[src/rtl/mi_pkg.sv]
package mi_pkg;

  localparam int ADDR_W = 2;
  localparam int DATA_W = 16;
  localparam int STAT_W = 8;

  localparam logic [ADDR_W-1:0] A_CTRL  = 2'd0;
  localparam logic [ADDR_W-1:0] A_STAT  = 2'd1;
  localparam logic [ADDR_W-1:0] A_EOI   = 2'd2;
  localparam logic [ADDR_W-1:0] A_EMPTY = 2'd3;

  typedef enum logic [1:0] {
    SLOT_INVALID  = 2'b00,
    SLOT_PENDING  = 2'b01,
    SLOT_ACTIVE   = 2'b10,
    SLOT_PEND_ACT = 2'b11
  } slot_state_e;

  // Control word, bit 0 at the bottom.
  typedef struct packed {
    logic [7:0] eoi_cnt;    // [15:8]
    logic       g1_off_ie;  // 7
    logic       g1_on_ie;   // 6
    logic       g0_off_ie;  // 5
    logic       g0_on_ie;   // 4
    logic       nopend_ie;  // 3
    logic       eoicnt_ie;  // 2
    logic       under_ie;   // 1
    logic       en;         // 0
  } hv_ctrl_t;

  // Status bit positions.
  localparam int S_EOI    = 0;
  localparam int S_UNDER  = 1;
  localparam int S_EOICNT = 2;
  localparam int S_NOPEND = 3;
  localparam int S_G0ON   = 4;
  localparam int S_G0OFF  = 5;
  localparam int S_G1ON   = 6;
  localparam int S_G1OFF  = 7;

  function automatic logic slot_is_empty(input logic [1:0] st);
    return st == SLOT_INVALID;
  endfunction

  function automatic logic slot_is_pending(input logic [1:0] st);
    return st[0];
  endfunction

  function automatic logic [STAT_W-1:0] status_word(
    input hv_ctrl_t c,
    input logic     g0,
    input logic     g1,
    input logic     any_pend,
    input logic     few_valid,
    input logic     eoi_any
  );
    logic [STAT_W-1:0] s;
    s           = '0;
    s[S_G1OFF]  = c.g1_off_ie & ~g1;
    s[S_G1ON]   = c.g1_on_ie  &  g1;
    s[S_G0OFF]  = c.g0_off_ie & ~g0;
    s[S_G0ON]   = c.g0_on_ie  &  g0;
    s[S_NOPEND] = c.nopend_ie & ~any_pend;
    s[S_EOICNT] = c.eoicnt_ie & (c.eoi_cnt != 8'd0);
    s[S_UNDER]  = c.under_ie  &  few_valid;
    s[S_EOI]    = eoi_any;
    return s;
  endfunction

endpackage

[src/rtl/mi_slot_scan.sv]
module mi_slot_scan
  import mi_pkg::*;
#(
  parameter int NUM_LR = 4,
  localparam int CNT_W = $clog2(NUM_LR + 1)
) (
  input  logic [2*NUM_LR-1:0] lr_state,
  input  logic [NUM_LR-1:0]   lr_eoi_notify,
  output logic [NUM_LR-1:0]   empty_map,
  output logic [NUM_LR-1:0]   pend_map,
  output logic [NUM_LR-1:0]   eoi_map,
  output logic [CNT_W-1:0]    valid_cnt
);

  function automatic logic [CNT_W-1:0] count_ones(input logic [NUM_LR-1:0] v);
    logic [CNT_W-1:0] n;
    n = '0;
    for (int k = 0; k < NUM_LR; k++) begin
      n = n + CNT_W'(v[k]);
    end
    return n;
  endfunction

  for (genvar i = 0; i < NUM_LR; i++) begin : g_slot
    logic [1:0] st;
    assign st           = lr_state[2*i +: 2];
    assign empty_map[i] = slot_is_empty(st);
    assign pend_map[i]  = slot_is_pending(st);
    assign eoi_map[i]   = slot_is_empty(st) & lr_eoi_notify[i];
  end

  assign valid_cnt = count_ones(~empty_map);

endmodule

[src/rtl/mi_status_calc.sv]
module mi_status_calc
  import mi_pkg::*;
#(
  parameter int NUM_LR = 4,
  localparam int CNT_W = $clog2(NUM_LR + 1)
) (
  input  hv_ctrl_t            ctrl,
  input  logic                vm_grp0_en,
  input  logic                vm_grp1_en,
  input  logic [NUM_LR-1:0]   pend_map,
  input  logic [NUM_LR-1:0]   eoi_map,
  input  logic [CNT_W-1:0]    valid_cnt,
  output logic [STAT_W-1:0]   mstat,
  output logic                raise_req
);

  logic any_pend;
  logic few_valid;
  logic eoi_any;

  assign any_pend  = |pend_map;
  assign few_valid = valid_cnt <= CNT_W'(1);
  assign eoi_any   = |eoi_map;

  assign mstat     = status_word(ctrl, vm_grp0_en, vm_grp1_en,
                                 any_pend, few_valid, eoi_any);
  assign raise_req = ctrl.en & (|mstat);

endmodule

[src/rtl/mi_ctrl_regs.sv]
module mi_ctrl_regs
  import mi_pkg::*;
#(
  parameter int NUM_LR = 4
) (
  input  logic              clk,
  input  logic              rst_n,
  input  logic              reg_we,
  input  logic [ADDR_W-1:0] reg_addr,
  input  logic [DATA_W-1:0] reg_wdata,
  input  logic [STAT_W-1:0] mstat,
  input  logic [NUM_LR-1:0] eoi_map,
  input  logic [NUM_LR-1:0] empty_map,
  output hv_ctrl_t          ctrl,
  output logic [DATA_W-1:0] reg_rdata
);

  logic ctrl_wr;
  assign ctrl_wr = reg_we && (reg_addr == A_CTRL);

  always_ff @(posedge clk or negedge rst_n) begin
    if (!rst_n) begin
      ctrl <= '0;
    end else if (ctrl_wr) begin
      ctrl <= hv_ctrl_t'(reg_wdata);
    end
  end

  always_comb begin
    unique case (reg_addr)
      A_CTRL:  reg_rdata = DATA_W'(ctrl);
      A_STAT:  reg_rdata = DATA_W'(mstat);
      A_EOI:   reg_rdata = DATA_W'(eoi_map);
      default: reg_rdata = DATA_W'(empty_map);
    endcase
  end

endmodule

[src/rtl/mi_maint_gen.sv]
module mi_maint_gen
  import mi_pkg::*;
#(
  parameter int NUM_LR = 4
) (
  input  logic                  clk,
  input  logic                  rst_n,
  input  logic [2*NUM_LR-1:0]   lr_state,
  input  logic [NUM_LR-1:0]     lr_eoi_notify,
  input  logic                  vm_grp0_en,
  input  logic                  vm_grp1_en,
  input  logic                  reg_we,
  input  logic [ADDR_W-1:0]     reg_addr,
  input  logic [DATA_W-1:0]     reg_wdata,
  output logic [DATA_W-1:0]     reg_rdata,
  output logic [STAT_W-1:0]     mstat,
  output logic [NUM_LR-1:0]     empty_map,
  output logic [NUM_LR-1:0]     eoi_map,
  output logic                  maint_irq
);

  localparam int CNT_W = $clog2(NUM_LR + 1);

  // Named internal events, visible to the bound checker.
  hv_ctrl_t          ctrl_q;
  logic [NUM_LR-1:0] pend_map;
  logic [CNT_W-1:0]  valid_cnt;
  logic              raise_req;
  logic              hv_en;

  assign hv_en = ctrl_q.en;

  mi_slot_scan #(.NUM_LR(NUM_LR)) u_scan (
    .lr_state      (lr_state),
    .lr_eoi_notify (lr_eoi_notify),
    .empty_map     (empty_map),
    .pend_map      (pend_map),
    .eoi_map       (eoi_map),
    .valid_cnt     (valid_cnt)
  );

  mi_status_calc #(.NUM_LR(NUM_LR)) u_calc (
    .ctrl       (ctrl_q),
    .vm_grp0_en (vm_grp0_en),
    .vm_grp1_en (vm_grp1_en),
    .pend_map   (pend_map),
    .eoi_map    (eoi_map),
    .valid_cnt  (valid_cnt),
    .mstat      (mstat),
    .raise_req  (raise_req)
  );

  mi_ctrl_regs #(.NUM_LR(NUM_LR)) u_regs (
    .clk       (clk),
    .rst_n     (rst_n),
    .reg_we    (reg_we),
    .reg_addr  (reg_addr),
    .reg_wdata (reg_wdata),
    .mstat     (mstat),
    .eoi_map   (eoi_map),
    .empty_map (empty_map),
    .ctrl      (ctrl_q),
    .reg_rdata (reg_rdata)
  );

  always_ff @(posedge clk or negedge rst_n) begin
    if (!rst_n) begin
      maint_irq <= 1'b0;
    end else begin
      maint_irq <= raise_req;
    end
  end

endmodule

[config.mk]
export PLATFORM = sky130hd
export DESIGN_NAME = mi_maint_gen
export DESIGN_NICKNAME = d
export VERILOG_FILES = /design/src/rtl/mi_pkg.sv /design/src/rtl/mi_slot_scan.sv /design/src/rtl/mi_status_calc.sv /design/src/rtl/mi_ctrl_regs.sv /design/src/rtl/mi_maint_gen.sv
export SDC_FILE = /design/constraint.sdc
export NUM_CORES = 1
export LEC_CHECK = 0
export ABC_AREA = 1
export CORE_MARGIN = 3
export CORE_UTILIZATION = 35
export DETAILED_ROUTE_END_ITERATION = 6
export DONT_BUFFER_PORTS = 1
export GPL_ROUTABILITY_DRIVEN = 0
export PLACE_DENSITY_LB_ADDON = 0.08
export RECOVER_POWER = 100
export SLEW_MARGIN = 20
export SYNTH_ARGS = -nofsm -noshare
export SYNTH_HDL_FRONTEND = slang
export SYNTH_SLANG_ARGS = --single-unit
export TNS_END_PERCENT = 10
[constraint.sdc]
create_clock -name clk -period 4.8 [get_ports clk]
set_clock_uncertainty 0.1 [all_clocks]
set_input_delay 0.96 -clock clk [delete_from_list [all_inputs] [get_ports clk]]
set_output_delay 0.96 -clock clk [all_outputs]
set_load 0.02 [all_outputs]
==> results of run 1 <==
==> cells by family after synthesis <==
group / count (synthesis) / synth area share, %
and+or+nand+nor: 77 / 27.9
buffers and inverters: 35 / 14.6
AOI/OAI and AO/OA: 20 / 9.60
DFF: 17 / 37.9
muxes: 7 / 7.70
adders and majority gates: 2 / 2.23
==> worst register-to-register path: stages, from the launching register on <==
cell and delay, ns:
sky130_fd_sc_hd__dfrtp_1 0.38, sky130_fd_sc_hd__nand2_1 0.06, sky130_fd_sc_hd__nor2_1 0.42, sky130_fd_sc_hd__nor2_1 0.10, sky130_fd_sc_hd__nand2_1 0.08, sky130_fd_sc_hd__nor2_1 0.04, sky130_fd_sc_hd__nor2_1 0.11
==> power breakdown <==
part	switching (mW)	internal [mW]	total, mW
Sequential	0.0188	0.168	0.187
Combinational	0.0775	0.0306	0.108
Clock	0.0421	0.0323	0.0744
==> flip-flops by register name (all words and copies together) (netlist names) <==
name	count
u_regs.ctrl	16
maint_irq	1
==> how the worst max path moves through the flow <==
stage	start	to	slack, ns
floorplan	lr_state[0]	reg_rdata[1]	1.01
global placement	lr_state[2]	reg_rdata[1]	0.90
detailed placement	lr_state[2]	reg_rdata[1]	0.87
CTS	lr_state[2]	reg_rdata[1]	0.86
global route	lr_state[0]	reg_rdata[1]	0.67
finish	lr_state[0]	reg_rdata[1]	0.89
==> per-layer routing <==
layer | wire [um] | share of wire [%]
met3 | 220 | 7.9
met2 | 1250 | 45
met5 | 0 | 0
met4 | 0 | 0
met1 | 1320 | 47
==> cells in the final DEF, fill, tap and decap left out <==
cell / instances
sky130_fd_sc_hd__mux2_2: 5
sky130_fd_sc_hd__nand3_1: 3
sky130_fd_sc_hd__nand2_1: 36
sky130_fd_sc_hd__clkinvlp_2: 1
sky130_fd_sc_hd__o2111ai_1: 2
sky130_fd_sc_hd__mux2_1: 2
sky130_fd_sc_hd__o21ai_0: 4
sky130_fd_sc_hd__a21oi_1: 14
sky130_fd_sc_hd__clkbuf_1: 3
sky130_fd_sc_hd__dfrtp_1: 17
sky130_fd_sc_hd__nand4_1: 2
sky130_fd_sc_hd__nor2_1: 36
sky130_fd_sc_hd__inv_6: 1
sky130_fd_sc_hd__clkbuf_4: 3
sky130_fd_sc_hd__ha_1: 2
sky130_fd_sc_hd__inv_1: 29
==> layout make-up <==
cell class                      instances  area share, %
Timing Repair Buffer                    2          0.656
Tap cell                               42           4.60
Clock buffer                            4           2.30
Sequential cell                        17           37.2
Multi-Input combinational cell        106           44.5
Inverter                               31           10.7
==> summary.json, run 1 <==
{
  "final_area_sq_um": 1140,
  "ctsLongestPathBuffers": 2,
  "grt-busiest-layer": "met2",
  "fp.dieH_um": 62.6,
  "final_slew_viol_count": 0,
  "layout.nets": 198,
  "timing.rr.start": "u_regs.ctrl[3]$_DFFE_PN0P_",
  "multi_input_comb_area_sq_um": 509,
  "top_level_ports": 68,
  "rsz0062_at_grt": "false",
  "worst-path-max-fanout": 4,
  "sequential_cell_area_sq_um": 425,
  "post_synth_most_frequent_cells": "sky130_fd_sc_hd__nor2_1, sky130_fd_sc_hd__nand2_1, sky130_fd_sc_hd__inv_1",
  "port_buffers": 0,
  "number_of_clock_buffers_inserted_by_tritoncts": 3,
  "nFillCells": 350,
  "crit_path_top_delay_cell": "sky130_fd_sc_hd__nor2_1",
  "max_slew_margin_pct": 46.7,
  "synth_ff_type": "sky130_fd_sc_hd__dfrtp_1",
  "ctsRootBufferMaster": "sky130_fd_sc_hd__clkbuf_4",
  "ctsResizeCount": 0,
  "ctsHtreeMaxLevel": 1,
  "firstDrtPassIters": 4,
  "dpl_worst_slack_ns": 0.865,
  "cap_viol_max_count": 0,
  "critical_path_class": "in -> out",
  "crit_path_start_kind": "input pin",
  "synth_top_area_share_pct": 37.9,
  "gr-usage-met1_pct": 18.7,
  "cts_hold_buf": 0,
  "worst_ir_drop_vdd_v": 0.000225,
  "antenna_cells": 0,
  "initial_util_pct": 38.7,
  "worst-slew-pin-transition_ns": 0.797,
  "post-route-worst-setup-slack_ns": 0.886,
  "clk_pin_slew_worst_paths_ns": 0.09,
  "synth_top_cells_by_area": "sky130_fd_sc_hd__dfrtp_1, sky130_fd_sc_hd__nor2_1, sky130_fd_sc_hd__nand2_1, sky130_fd_sc_hd__inv_1, sky130_fd_sc_hd__a21oi_1",
  "cts_tree": "done",
  "grtUsageMet3_pct": 5.58,
  "postSynthCellCount": 158,
  "setup_viol": 0,
  "insertion_delay_ns": 0.28,
  "critPathArrivalTime_ns": 2.85,
  "critical_path_cell_count": 10,
  "drive_gt1_share_pct": 6.25,
  "path_cells": "nor2_1 -> clkbuf_1 -> inv_1 -> ha_1 -> ha_1 -> inv_1 -> nor2_1 -> nor2_1 -> nand2_1 -> o2111ai_1",
  "hold_crit_class": "in -> async",
  "route.detailed.vias_per_inst": 4.93,
  "place_area_sq_um": 1150,
  "clock-sinks": 17,
  "grt_util_all_layers_pct": 14.5,
  "total_power_mw": 0.369,
  "finalCriticalPeriod_ns": 3.91,
  "timing.critical_path.max_delay_family": "simple AND/OR/NAND/NOR gates",
  "power_density_over_the_cells_nw_per_um2": 323,
  "detail-route-antenna-nets": 0,
  "std_cell_rows": 19,
  "synth-edff-count": 0,
  "crit_required_ns": 3.74,
  "vias_in_the_first_global_route": 1003,
  "synthesis.nets": 195,
  "yosysMostFrequentCell": "sky130_fd_sc_hd__nor2_1",
  "gr-usage-met2_pct": 23.8,
  "regToRegSetupSlack_ns": 3.44,
  "core_sq_um": 2900,
  "detailed_place_hpwl_mm": 2.34,
  "grt_first_pass_wirelength_mm": 4.69,
  "grt_overflow": 0,
  "non_filler_instance_count_after_layout": 202,
  "initialDrtViolationCount": 28,
  "post-synth-top-area-cell": "sky130_fd_sc_hd__dfrtp_1",
  "clock.fmax_mhz": 256,
  "fin_tns_setup_ns": 0,
  "ys_seq_area_share_pct": 37.9,
  "post_synth.cell_area_avg_sq_um": 7.10,
  "worst_r2r_endpoint": "maint_irq$_DFF_PN0_",
  "hold_slack_ns": 0.257,
  "path_buf_inv": 3,
  "antenna_found_initial": 0,
  "yosys.cell_types.count": 18,
  "slowest_delay_ns": 0.40,
  "grt_start_max_net_pins": 26,
  "finalCritPeriodShare_pct": 81.5,
  "yosys_warnings": 0,
  "timing.critical_path.to_type": "primary output",
  "dp_cells": 198,
  "syn_to_final_growth_pct": 2.01,
  "average_wire_length_per_cell_after_detail_routing_um": 13.8,
  "status": "completed",
  "via_count": 995,
  "postCtsSetupBuffers": 0,
  "remaining_drc_errors": 0,
  "hold_viol": 0,
  "syn_area_sq_um": 1120,
  "async_reset_ff_share_pct": 100,
  "route.final.wire_length_mm": 2.79,
  "r2r_cells": 6,
  "die_area_sq_um": 3920,
  "post_synthesis_sequential_element_count": 17,
  "die_w_um": 62.6,
  "power.leakage_nw": 0.636,
  "path_common_cell": "sky130_fd_sc_hd__nor2_1",
  "final_util_pct": 39.4
}
Power figures use the tool's default switching activity.
==> run 2: changes to the inputs <==
Clock period 4.8 ns to 3.9 ns, I/O delays scaled along.
==> summary.json, run 2 (synthesis results as in run 1) <==
{
  "antenna_cells": 0,
  "remaining_drc_errors": 0,
  "die_w_um": 62.6,
  "drive_gt1_share_pct": 7.41,
  "max_flop_register": "u_regs.ctrl",
  "hold_crit_class": "in -> async",
  "nFillCells": 340,
  "pwr-share-seq_pct": 50.3,
  "setup_viol": 0,
  "final_slew_viol_count": 0,
  "critical_path_class": "in -> out",
  "hold_viol": 0,
  "core_sq_um": 2900,
  "grt_start_max_net_pins": 26,
  "cap_viol_max_count": 0,
  "worst-path-max-fanout": 4,
  "port_buffers": 0,
  "fin_tns_setup_ns": 0,
  "firstDrtPassIters": 4,
  "cts_hold_buf": 0,
  "power.combinational.fraction_pct": 29.3,
  "clk_pin_slew_worst_paths_ns": 0.10,
  "final_util_pct": 39.9,
  "initialDrtViolationCount": 33,
  "antenna_found_initial": 0,
  "fp.dieH_um": 62.6,
  "power_density_over_the_cells_nw_per_um2": 396,
  "worst-slew-pin-transition_ns": 0.817,
  "std_cell_rows": 19,
  "via_count": 981,
  "layout.nets": 200,
  "clockPowerShare_pct": 20.4,
  "die_area_sq_um": 3920,
  "cts_tree": "done",
  "route.detailed.vias_per_inst": 4.81,
  "top_level_ports": 68,
  "ctsHtreeMaxLevel": 1,
  "postCtsSetupBuffers": 0,
  "power.leakage_nw": 0.645,
  "switching_share_pct": 38.0,
  "clock.fmax_mhz": 299,
  "detail-route-antenna-nets": 0,
  "average_wire_length_per_cell_after_detail_routing_um": 13.7,
  "total_power_mw": 0.458,
  "grt_overflow": 0,
  "grt_first_pass_wirelength_mm": 4.66,
  "route.final.wire_length_mm": 2.80,
  "grt_util_all_layers_pct": 14.7,
  "clock-sinks": 17,
  "crit_required_ns": 3.02,
  "rsz0062_at_grt": "false",
  "vias_in_the_first_global_route": 972,
  "slowest_delay_ns": 0.32,
  "finalCritPeriodShare_pct": 85.8,
  "worst_ir_drop_vdd_v": 0.000228,
  "multi_input_comb_area_sq_um": 509,
  "ctsRootBufferMaster": "sky130_fd_sc_hd__clkbuf_4",
  "path_cells": "nor2_1 -> clkbuf_1 -> inv_1 -> ha_1 -> ha_1 -> inv_1 -> nor2_1 -> nor2_1 -> buf_4 -> nand2_1 -> o2111ai_1",
  "finalCriticalPeriod_ns": 3.34,
  "crit_path_top_delay_cell": "sky130_fd_sc_hd__clkbuf_1",
  "layout_common_cells": "sky130_fd_sc_hd__nand2_1, sky130_fd_sc_hd__nor2_1, sky130_fd_sc_hd__inv_1",
  "timing.critical_path.max_delay_family": "buffers and inverters",
  "number_of_clock_buffers_inserted_by_tritoncts": 3,
  "status": "completed",
  "detailed_place_hpwl_mm": 2.33,
  "flip_flop_count_of_the_largest_register_after_layout": 16,
  "hold_slack_ns": 0.0687,
  "crit_path_start_kind": "input pin",
  "cell_internal_pwr_mw": 0.284,
  "path_buf_inv": 4,
  "ctsResizeCount": 0,
  "max_slew_margin_pct": 45.4,
  "netSwitchingPower_mw": 0.174,
  "sequential_cell_area_sq_um": 425,
  "syn_to_final_growth_pct": 3.13,
  "timing.critical_path.to_type": "primary output",
  "initial_util_pct": 38.7,
  "ctsLongestPathBuffers": 2,
  "insertion_delay_ns": 0.29,
  "layout_top_registers": "u_regs.ctrl: 16 flops, maint_irq: 1 flops",
  "path_common_cell": "sky130_fd_sc_hd__nor2_1",
  "critPathArrivalTime_ns": 2.46
}
==> run 2: path summary, 6_finish.rpt <==
kind | depth (start not counted) | slack, ns | start | to
max | 11 | 0.56 | lr_state[0] | reg_rdata[1]
min | 0 | 0.07 | rst_n | u_regs.ctrl[1]$_DFFE_PN0P_
max reg2reg | 6 | 2.55 | u_regs.ctrl[3]$_DFFE_PN0P_ | maint_irq$_DFF_PN0_
min reg2reg | 2 | 0.45 | u_regs.ctrl[12]$_DFFE_PN0P_ | u_regs.ctrl[12]$_DFFE_PN0P_
max in group asynchronous | 0 | 3.55 | rst_n | u_regs.ctrl[15]$_DFFE_PN0P_
min in group clk | 2 | 0.45 | u_regs.ctrl[12]$_DFFE_PN0P_ | u_regs.ctrl[12]$_DFFE_PN0P_
==> run 2: final cells by class <==
class | count | share of cell area [%]
repair buffers | 4 | 1.62
flip-flops and latches | 17 | 36.8
clock buffers | 3 | 1.95
clock inverters | 1 | 0.433
multi-input cells | 106 | 44.0
inverters | 31 | 10.6
well taps | 42 | 4.55
==> run 2: routing by layer <==
layer / GRT usage, % / up-vias / routed length [um] / part of all wire (%)
li1: - / 490 / - / -
met1: 18.8 / 444 / 1290 / 46
met2: 24.0 / 45 / 1260 / 45
met3: 5.58 / 2 / 237 / 8.5
met4: 2.48 / 0 / 10 / 0.36
met5: 0 / - / 0 / 0
==> run 2: power groups by stage <==
stage | sequential [mW] | combinational, mW | clock [mW]
4_1_cts | 0.231 | 0.144 | 0.0955
2_1_floorplan | 0.227 | 0.125 | 0
3_5_place_dp | 0.235 | 0.143 | 0
5_1_grt | 0.235 | 0.154 | 0.107
3_3_place_gp | 0.233 | 0.140 | 0
6_report | 0.231 | 0.134 | 0.0932
==> run 2: through the flow <==
stage / area, sq um / worst slack (ns) / cells
finish: 1160 / 0.555 / 204
global route: 1160 / 0.388 / 204
CTS: 1190 / 0.741 / 204
detailed placement: 1170 / 0.752 / 200
global placement: 1170 / 0.749 / 200
floorplan: 1120 / 0.465 / 158
==> run 3: changes to the inputs <==
Settings changed: CORE_MARGIN 3 to not set.
Clock period 3.9 ns to 3.95 ns, I/O delays scaled along.
==> summary.json, run 3 (synthesis results as in run 1) <==
{
  "status": "finished with violations",
  "violated_checks": "DRC",
  "setup_viol": 0,
  "grt_overflow": 0,
  "initialDrtViolationCount": 46,
  "r2r_cells": 6,
  "grt_first_pass_wirelength_mm": 4.14,
  "clk_pin_slew_worst_paths_ns": 0.09,
  "power.leakage_nw": 0.637,
  "cts_hold_buf": 0,
  "worst-path-max-fanout": 4,
  "crit_path_top_delay_cell": "sky130_fd_sc_hd__clkbuf_1",
  "detail-route-antenna-nets": 0,
  "vias_in_the_first_global_route": 905,
  "route.final.wire_length_mm": 2.61,
  "fin_tns_setup_ns": 0,
  "antenna_found_initial": 0,
  "switching_share_pct": 37.4,
  "dpl_worst_slack_ns": 0.887,
  "insertion_delay_ns": 0.29,
  "netSwitchingPower_mw": 0.168,
  "hold_viol": 0,
  "via_count": 981,
  "cell_internal_pwr_mw": 0.281,
  "firstDrtPassIters": 6,
  "hold_slack_ns": 0.0792,
  "grt_start_max_net_pins": 26,
  "die_w_um": 58.6,
  "critical_path_class": "in -> out",
  "finalCritPeriodShare_pct": 82.6,
  "std_cell_rows": 20,
  "ctsHtreeMaxLevel": 1,
  "path_cells": "nor2_1 -> clkbuf_1 -> inv_1 -> ha_1 -> ha_1 -> inv_1 -> nor2_1 -> nor2_1 -> clkbuf_1",
  "post-route-worst-setup-slack_ns": 0.687,
  "clock-sinks": 17,
  "flip_flop_count_of_the_largest_register_after_layout": 16,
  "fp.dieH_um": 58.6,
  "drive_gt1_share_pct": 6.21,
  "core_sq_um": 3050,
  "initial_util_pct": 36.7,
  "worst_r2r_endpoint": "maint_irq$_DFF_PN0_",
  "final_util_pct": 37.7,
  "top_level_ports": 68,
  "syn_to_final_growth_pct": 2.57,
  "layout.nets": 199,
  "regToRegSetupSlack_ns": 2.64,
  "finalCriticalPeriod_ns": 3.26,
  "cts_tree": "done",
  "crit_path_start_kind": "input pin",
  "crit_required_ns": 3.06,
  "worst_ir_drop_vdd_v": 0.000152,
  "total_power_mw": 0.449,
  "port_buffers": 0,
  "postCtsSetupBuffers": 0,
  "rsz0062_at_grt": "false",
  "critPathArrivalTime_ns": 2.37,
  "grt_util_all_layers_pct": 16.3,
  "worst_setup_path_startpoint": "lr_state[0]",
  "power_density_over_the_cells_nw_per_um2": 391,
  "route.detailed.vias_per_inst": 4.79,
  "cap_viol_max_count": 0,
  "slowest_delay_ns": 0.33,
  "ctsRootBufferMaster": "sky130_fd_sc_hd__clkbuf_4",
  "power.combinational.fraction_pct": 29.0,
  "average_wire_length_per_cell_after_detail_routing_um": 12.7,
  "max_slew_margin_pct": 43.8,
  "clock.fmax_mhz": 306,
  "number_of_clock_buffers_inserted_by_tritoncts": 3,
  "worst-slew-pin-transition_ns": 0.841,
  "ctsLongestPathBuffers": 2,
  "timing.critical_path.to_type": "primary output",
  "antenna_cells": 0,
  "detailed_place_hpwl_mm": 2.12,
  "die_area_sq_um": 3430,
  "layout_common_cells": "sky130_fd_sc_hd__nand2_1, sky130_fd_sc_hd__nor2_1, sky130_fd_sc_hd__inv_1",
  "remaining_drc_errors": 1,
  "pwr-share-seq_pct": 50.4,
  "timing.rr.start": "u_regs.ctrl[9]$_DFFE_PN0P_",
  "hold_crit_class": "in -> async",
  "path_common_cell": "sky130_fd_sc_hd__nor2_1",
  "max_flop_register": "u_regs.ctrl",
  "final_slew_viol_count": 0,
  "ctsResizeCount": 0,
  "layout_top_registers": "u_regs.ctrl: 16 flops, maint_irq: 1 flops",
  "clockPowerShare_pct": 20.6
}
## run 3: stage by stage
step | std cells | instance area [sq um]
6_report | 205 | 1150
5_1_grt | 205 | 1150
4_1_cts | 205 | 1190
3_5_place_dp | 201 | 1160
3_3_place_gp | 201 | 1160
2_1_floorplan | 158 | 1120
## run 3: worst max-delay path, delay by kind of cell
| kind | cells | cell delay (ns) |
|---|---|---|
| adder cells (fa/ha/maj) | 2 | 0.58 |
| buffers and inverters | 4 | 0.74 |
| AND/OR/NAND/NOR | 3 | 0.27 |
## run 3: power groups by stage
stage / logic (mW) / clock network [mW] / registers, mW
finish: 0.130 / 0.0924 / 0.227
global route: 0.147 / 0.107 / 0.231
CTS: 0.139 / 0.0962 / 0.227
detailed placement: 0.139 / 0 / 0.231
global placement: 0.136 / 0 / 0.230
floorplan: 0.123 / 0 / 0.224
## run 3: routing by layer
layer  global-route usage (%)  wire length (um)  vias to the layer above
met5                        0                 0                        -
met4                     6.12                37                        0
met3                     5.71               244                        5
met2                     26.8              1170                       44
met1                     19.7              1160                      444
li1                         -                 -                      488
## run 3: worst max-delay path by stage
stage | to | depth (start not counted)
3_5_place_dp | reg_rdata[1] | 10
4_1_cts | reg_rdata[1] | 10
5_1_grt | mstat[1] | 9
3_3_place_gp | reg_rdata[1] | 10
6_report | mstat[1] | 9
2_1_floorplan | reg_rdata[1] | 9
## run 3: layout make-up
class	instances	area, sq um
Sequential cell	17	425
Timing Repair Buffer	3	11.3
Tap cell	44	55.1
Inverter	31	123
Fill cell	366	1900
Multi-Input combinational cell	106	509
Clock buffer	4	26.3
